==> src/rtl/psw_pkg.sv <==
`timescale 1ns/1ps
package psw_pkg;
  // Prescaler modulus selection
  typedef enum logic {
    MOD_DIV_LO = 1'b0,   // divide by 2**SW_W
    MOD_DIV_HI = 1'b1    // divide by 2**SW_W + 1
  } mod_sel_e;

  localparam int unsigned SWALLOW_W_DEF = 4;
  localparam int unsigned MAIN_W_DEF    = 11;
endpackage

==> src/rtl/psw_prescaler.sv <==
`timescale 1ns/1ps
// Dual-modulus prescaler modelled as a counter: one terminal pulse every
// 2**SW_W or 2**SW_W+1 input clocks depending on mod_sel.
module psw_prescaler
  import psw_pkg::*;
#(
  parameter int unsigned SW_W = SWALLOW_W_DEF
) (
  input  logic     clk,
  input  logic     rst,
  input  logic     run,
  input  mod_sel_e mod_sel,
  output logic     tc
);
  localparam int unsigned CW = SW_W + 1;
  localparam logic [CW-1:0] LAST_LO = CW'((2 ** SW_W) - 1);
  localparam logic [CW-1:0] LAST_HI = CW'(2 ** SW_W);

  logic [CW-1:0] cnt_q;

  assign tc = run && (cnt_q == ((mod_sel == MOD_DIV_HI) ? LAST_HI : LAST_LO));

  always_ff @(posedge clk) begin
    if (rst || !run || tc) begin
      cnt_q <= '0;
    end else begin
      cnt_q <= cnt_q + 1'b1;
    end
  end
endmodule

==> src/rtl/psw_ratio_reg.sv <==
`timescale 1ns/1ps
// Holds the ratio of the cycle in progress; repairs unbuildable words.
module psw_ratio_reg #(
  parameter int unsigned SW_W = 4,
  parameter int unsigned MN_W = 11
) (
  input  logic                 clk,
  input  logic                 rst,
  input  logic                 load,
  input  logic [SW_W+MN_W-1:0] ratio_i,
  output logic [SW_W-1:0]      a_next,
  output logic [SW_W-1:0]      a_act,
  output logic [MN_W-1:0]      m_act,
  output logic                 clamp_act
);
  logic [SW_W-1:0] a_raw;
  logic [MN_W-1:0] m_raw;
  logic [MN_W-1:0] m_fix;
  logic [MN_W-1:0] a_wide;
  logic            a_over;
  logic            clamp_next;

  always_comb begin
    a_raw      = ratio_i[SW_W-1:0];
    m_raw      = ratio_i[SW_W +: MN_W];
    m_fix      = (m_raw == '0) ? MN_W'(1) : m_raw;
    a_wide     = MN_W'(a_raw);
    a_over     = (a_wide > m_fix);
    a_next     = a_over ? SW_W'(m_fix) : a_raw;
    clamp_next = (m_raw == '0) || a_over;
  end

  always_ff @(posedge clk) begin
    if (rst) begin
      a_act     <= '0;
      m_act     <= MN_W'(1);
      clamp_act <= 1'b0;
    end else if (load) begin
      a_act     <= a_next;
      m_act     <= m_fix;
      clamp_act <= clamp_next;
    end
  end
endmodule

==> src/rtl/psw_swallow_ctl.sv <==
`timescale 1ns/1ps
// Swallow and main counters; drive the prescaler modulus.
module psw_swallow_ctl
  import psw_pkg::*;
#(
  parameter int unsigned SW_W = 4,
  parameter int unsigned MN_W = 11
) (
  input  logic            clk,
  input  logic            rst,
  input  logic            tc,
  input  logic [SW_W-1:0] a_act,
  input  logic [SW_W-1:0] a_next,
  input  logic [MN_W-1:0] m_act,
  output logic            run,
  output mod_sel_e        mod_sel,
  output logic            last,
  output logic            load
);
  logic [SW_W-1:0] a_cnt_q;
  logic [MN_W-1:0] m_cnt_q;
  logic [SW_W-1:0] a_inc;

  assign a_inc = a_cnt_q + 1'b1;
  assign last  = tc && (m_cnt_q == (m_act - 1'b1));
  assign load  = !run || last;

  always_ff @(posedge clk) begin
    if (rst) begin
      run     <= 1'b0;
      a_cnt_q <= '0;
      m_cnt_q <= '0;
      mod_sel <= MOD_DIV_HI;
    end else if (load) begin
      run     <= 1'b1;
      a_cnt_q <= '0;
      m_cnt_q <= '0;
      mod_sel <= (a_next != '0) ? MOD_DIV_HI : MOD_DIV_LO;
    end else if (tc) begin
      m_cnt_q <= m_cnt_q + 1'b1;
      if (mod_sel == MOD_DIV_HI) begin
        a_cnt_q <= a_inc;
        mod_sel <= (a_inc < a_act) ? MOD_DIV_HI : MOD_DIV_LO;
      end
    end
  end
endmodule

==> src/rtl/psw_divider.sv <==
`timescale 1ns/1ps
module psw_divider
  import psw_pkg::*;
#(
  parameter int unsigned SW_W = SWALLOW_W_DEF,
  parameter int unsigned MN_W = MAIN_W_DEF
) (
  input  logic                 clk,
  input  logic                 rst,
  input  logic [SW_W+MN_W-1:0] ratio_i,
  input  logic                 test_en,
  output logic                 div_o,
  output logic                 mod_o,
  output logic                 test_o,
  output logic                 clamp_o
);
  logic            run;
  logic            pre_tc;
  logic            last;
  logic            load;
  mod_sel_e        mod_sel;
  logic [SW_W-1:0] a_next;
  logic [SW_W-1:0] a_act;
  logic [MN_W-1:0] m_act;
  logic            clamp_act;
  logic            div_q;
  logic            tog_q;

  psw_prescaler #(.SW_W(SW_W)) u_pre (
    .clk     (clk),
    .rst     (rst),
    .run     (run),
    .mod_sel (mod_sel),
    .tc      (pre_tc)
  );

  psw_ratio_reg #(.SW_W(SW_W), .MN_W(MN_W)) u_ratio (
    .clk       (clk),
    .rst       (rst),
    .load      (load),
    .ratio_i   (ratio_i),
    .a_next    (a_next),
    .a_act     (a_act),
    .m_act     (m_act),
    .clamp_act (clamp_act)
  );

  psw_swallow_ctl #(.SW_W(SW_W), .MN_W(MN_W)) u_ctl (
    .clk     (clk),
    .rst     (rst),
    .tc      (pre_tc),
    .a_act   (a_act),
    .a_next  (a_next),
    .m_act   (m_act),
    .run     (run),
    .mod_sel (mod_sel),
    .last    (last),
    .load    (load)
  );

  always_ff @(posedge clk) begin
    if (rst) begin
      div_q <= 1'b0;
      tog_q <= 1'b0;
    end else begin
      div_q <= last;
      if (!test_en) begin
        tog_q <= 1'b0;
      end else if (last) begin
        tog_q <= ~tog_q;
      end
    end
  end

  assign div_o   = div_q;
  assign test_o  = tog_q;
  assign mod_o   = (mod_sel == MOD_DIV_HI);
  assign clamp_o = clamp_act;
endmodule

==> config.mk <==
export PLATFORM = sky130hd
export DESIGN_NAME = psw_divider
export DESIGN_NICKNAME = d
export VERILOG_FILES = /design/src/rtl/psw_pkg.sv /design/src/rtl/psw_prescaler.sv /design/src/rtl/psw_ratio_reg.sv /design/src/rtl/psw_swallow_ctl.sv /design/src/rtl/psw_divider.sv
export SDC_FILE = /design/constraint.sdc
export NUM_CORES = 1
export LEC_CHECK = 0
export CAP_MARGIN = 5
export CORE_MARGIN = 5
export CORE_UTILIZATION = 50
export CTS_BUF_LIST = sky130_fd_sc_hd__clkbuf_8 sky130_fd_sc_hd__clkbuf_16
export CTS_CLUSTER_SIZE = 24
export DETAILED_ROUTE_END_ITERATION = 10
export GPL_ROUTABILITY_DRIVEN = 0
export HOLD_SLACK_MARGIN = 0.03
export PLACE_DENSITY = 0.75
export SLEW_MARGIN = 20
export SYNTH_ARGS = -nofsm -noshare
export SYNTH_HDL_FRONTEND = slang
export SYNTH_SLANG_ARGS = --single-unit
==> constraint.sdc <==
create_clock -name clk -period 2.93 [get_ports clk]
set_input_delay 0.879 -clock clk [delete_from_list [all_inputs] [get_ports clk]]
set_output_delay 0.879 -clock clk [all_outputs]
set_load 0.02 [all_outputs]
==> summary.md <==
The run finished with clean final reports. CTS placed an instance of clkbuf_8 at the clock tree root. The number of top-level pins came out at 22. The first TritonRoute pass finished after 4 iterations. The run gives 3310 um as the detailed-placement wirelength estimate. Count of endpoints failing hold in the final timing report: 0.

The type of the tightest min-delay check was reg -> reg. The worst-case IR drop observed on VDD is 0.377 mV. The logs give 1717 for the number of global-route vias before repair and 0.00808 ns for the post-route clock skew. H-tree depth reported by CTS: 2.

Clock tree synthesis inserted a total of 5 buffers. The count of buffers added on input and output ports is 21. After detailed placement, the total cell area comes to 2550 um^2. The logs give 0.476 ns for the worst hold slack across all endpoints and 12.4% for the combinational share of power.

Sequential cells burn 46.0% of the power. The worst-case register-to-register setup slack is 0.42 ns, and the worst-case reg-to-reg path depth is 8. The clock-pin slew reported for the worst setup and hold paths after clock tree synthesis works out to 0.08 ns.

The logs give 23 for the largest net degree at the start of global routing and 284 uW for the switching power summed over all nets. The number of vias per cell was 5.28; the maximum fanout count along the critical path was 2. Measured along the y axis, the die boundary spans 76.7 um. The region available for standard cell placement spans 4320 um^2. Setup violations remaining at the end of the flow were counted as 0. The number of nets handed over by synthesis was 275. The tools report the start point of the worst hold path as u_ctl.a_cnt_q[1]. The worst hold path passes through 2 cells. The number of hold buffers added after CTS was 0.

Final design utilization: 62.5%. The number of distinct standard cells referenced by the synthesized netlist was 43. The count of routing violations after the opening detailed-route iteration came out at 64. The critical path goes through clkdlybuf4s50_1 > nor3_1 > nand3_1 > nand2b_1 > ha_1 > nand4_1 > nand3_1 > a21oi_2 > mux2_2 > mux2i_1 > nor2_1.

After detailed routing, the number of remaining DRC violations is 0. For this run, the post-layout net count is 310. The clock passes through at most 2 buffers.

Dividing total power by cell area gives a power density of 467 nW/um^2. The first global-routing pass estimated 7830 um of wire. At the worst endpoint, the required time is 3.12 ns. The number of antenna violations at the first check in global routing is 0, and the total number of placement rows is 24. The tools report the top achievable clock speed as 362 MHz.

The analysis attributes to cell leakage a power of 0.00113 uW. Of the total power, the share spent switching nets is 22.5%. The clock reaches the later pin of the worst-skew pair after 0.30 ns.

Once detail routing completed, the nets flagged for antenna violations numbered 0. Measured along the x axis, the die boundary spans 76.7 um. The aggregate global routing overflow is 0, and the part of the power in the clock network is 41.6%. The worst hold path terminates at u_ctl.a_cnt_q[1]. The synthesis-to-layout area growth is 21.5%. The average instance area after synthesis was 9.04 um^2; the actual transition at the worst max-transition pin was 0.385 ns. The critical register-to-register path startpoint is u_ratio.m_act[0].

The share of post-route cells with drive strength above 1 is 13.9%, and the relative slew slack is 73.7%. For this run, asynchronously set or reset flops after synthesis account for 0%. The global router's overall resource usage was 15.9%. Synthesis produced a netlist whose cell count is 246. The run gives 1757 as the via count. Counting stages on the worst path, the most repeated cell is nand3_1. The run gives 5880 um^2 as the floorplan die area. The final max-slew violation count was 0. The setup path with the least slack is of type in -> reg. The routed design could run at a clock period as short as 2.76 ns.

On the worst path, the slowest cell contributes a delay of 0.43 ns. The mapped netlist covers 2220 um^2. Setup repair after global routing left no endpoint under its margin. Clock tree synthesis found a total of 40 sinks.

The total non-filler cell area in the finished layout was 2700 um^2; the total internal power was 978 uW. STA classifies the critical path endpoint as a flip-flop. The fraction of the cycle the final worst path needs was 94.2%.

In this run, synthesis inferred 0 flip-flops with an integrated enable. STA classifies the critical path startpoint as a primary input. For this run, the number of Yosys warnings is 0. Across the run, the number of max-cap violations was 0.

For this configuration, the core starts out at a cell density of 51.4%. The worst register-to-register path ends at u_ratio.m_act[0]. The commonest register cell after synthesis is dfxtp_1. TritonCTS built the clock tree.

The tools report the register area share after synthesis as 36.0%. Data arrives at the worst endpoint at 2.95 ns. The run gives 4360 um as the final wirelength.

The number of storage elements in the synthesis netlist is 40, and the number of antenna diodes is 0. Among all stages on the critical path, the largest delay is contributed by clkdlybuf4s50_1. The average detailed-routed wire length per instance is 13.1 um.
-- worst max-delay path by stage --
stage	endpoint	start	cells after the start	slack (ns)
floorplan	u_ratio.a_act[0]	ratio_i[11]	10	0.04
global placement	u_ratio.a_act[0]	ratio_i[11]	12	-0.19
detailed placement	u_ratio.a_act[0]	ratio_i[11]	12	-0.31
CTS	u_ratio.a_act[0]	ratio_i[11]	12	0.04
global route	u_ratio.a_act[0]	ratio_i[8]	11	0.01
finish	u_ratio.a_act[0]	ratio_i[8]	11	0.17
-- power groups by stage --
stage               Sequential (uW)  Clock (uW)  Combinational [uW]
global placement                593           0                 152
finish                          580         525                 156
global route                    583         558                 174
floorplan                       588           0                 102
detailed placement              593           0                 155
CTS                             580         535                 157
-- Yosys cell counts (all sizes together), types with 2 or more instances --
| master | instances | share of area (%) |
|---|---|---|
| buf | 4 | 1.9 |
| nor4 | 3 | 0.84 |
| a21oi | 5 | 1.1 |
| nand3b | 2 | 0.68 |
| and3 | 4 | 1.1 |
| o22ai | 3 | 1.1 |
| ha | 11 | 6.2 |
| or4 | 3 | 1.4 |
| o211ai | 2 | 0.68 |
| dfxtp | 40 | 36 |
| mux2i | 16 | 7.2 |
| nor3 | 5 | 1.1 |
| xnor2 | 13 | 5.1 |
| o21ai | 3 | 0.68 |
| and2 | 2 | 0.56 |
| nand4 | 5 | 1.7 |
| a211oi | 5 | 2.6 |
| nor2 | 46 | 7.8 |
| nand2b | 5 | 1.4 |
| or3b | 2 | 0.79 |
| nand3 | 10 | 2.5 |
| clkbuf | 4 | 0.68 |
| nand2 | 9 | 1.5 |
| inv | 12 | 2.0 |
| xor2 | 20 | 7.9 |
-- metrics by stage --
step | TNS, ns | std cells | power (uW) | setup slack (ns)
6_report | 0 | 333 | 1260 | 0.171
5_1_grt | 0 | 333 | 1320 | 0.0117
4_1_cts | 0 | 332 | 1270 | 0.0356
3_5_place_dp | -1.48 | 325 | 748 | -0.313
3_3_place_gp | -0.829 | 325 | 745 | -0.194
2_1_floorplan | 0 | 246 | 690 | 0.0420
-- cell type report --
type                       instances  area [um^2]
timing repair buffer              36          330
tap                               52         65.1
inverter                          12         45.0
sequential                        40          801
clock inverter                     2         60.1
fill                             384         1620
clock buffer                       5         68.8
multi-input combinational        186         1330
-- layer usage --
layer | track usage (%) | vias up | part of all wire, %
met4 | 5.77 | 0 | 1.7
li1 | - | 920 | -
met2 | 25.2 | 16 | 47
met3 | 4.10 | 7 | 3.2
met1 | 20.6 | 814 | 48
met5 | 0 | - | 0
-- placed cells by master (no fill, tap or decap), types with 3 or more instances in the layout --
| master | Yosys | layout |
|---|---|---|
| nor2_1 | 46 | 46 |
| dfxtp_1 | 40 | 40 |
| xor2_1 | 20 | 20 |
| clkdlybuf4s50_1 | 0 | 18 |
| mux2i_1 | 16 | 16 |
| buf_4 | 1 | 15 |
| xnor2_1 | 13 | 13 |
| inv_1 | 12 | 12 |
| ha_1 | 11 | 11 |
| nand3_1 | 9 | 9 |
| nand2_1 | 9 | 9 |
| nor3_1 | 5 | 5 |
| nand2b_1 | 5 | 5 |
| clkbuf_8 | 0 | 5 |
| and3_1 | 4 | 4 |
| a21oi_1 | 5 | 4 |
| nand4_1 | 4 | 4 |
| a211oi_2 | 4 | 4 |
| o21ai_0 | 3 | 3 |
| dlymetal6s2s_1 | 0 | 3 |
-- flip-flops by register name, indices dropped and copies added (netlist names) --
signal             cells
u_ctl.run              1
u_ctl.m_cnt_q         11
u_ratio.a_act          4
div_o                  1
u_ctl.mod_sel          1
u_ratio.clamp_act      1
u_ctl.a_cnt_q          4
u_pre.cnt_q            5
u_ratio.m_act         11
test_o                 1
-- worst max-delay path: cells and delay by family --
family,cells,cell delay [ns]
AOI/OAI and AO/OA,1,0.14
muxes,2,0.47
buffers and inverters,1,0.43
adders and majority gates,1,0.23
and+or+nand+nor,6,0.80
-- cell families after synthesis --
| kind of cell | share of synthesized area, % |
|---|---|
| and+or+nand+nor | 23.1 |
| AOI/OAI and AO/OA | 9.45 |
| xor gates and xnor gates | 13.0 |
| adders and majority gates | 6.19 |
| buffers and inverters | 4.56 |
| muxes | 7.71 |
| DFF | 36.0 |
-- timing repair --
action | 4_1_cts | 5_1_grt
pin swaps | 0 | 1
gates resized for setup | 2 | 3
buffers inserted | 0 | 1
endpoints found under the setup margin | 1 | 4
(Power assumes the default switching activity.)
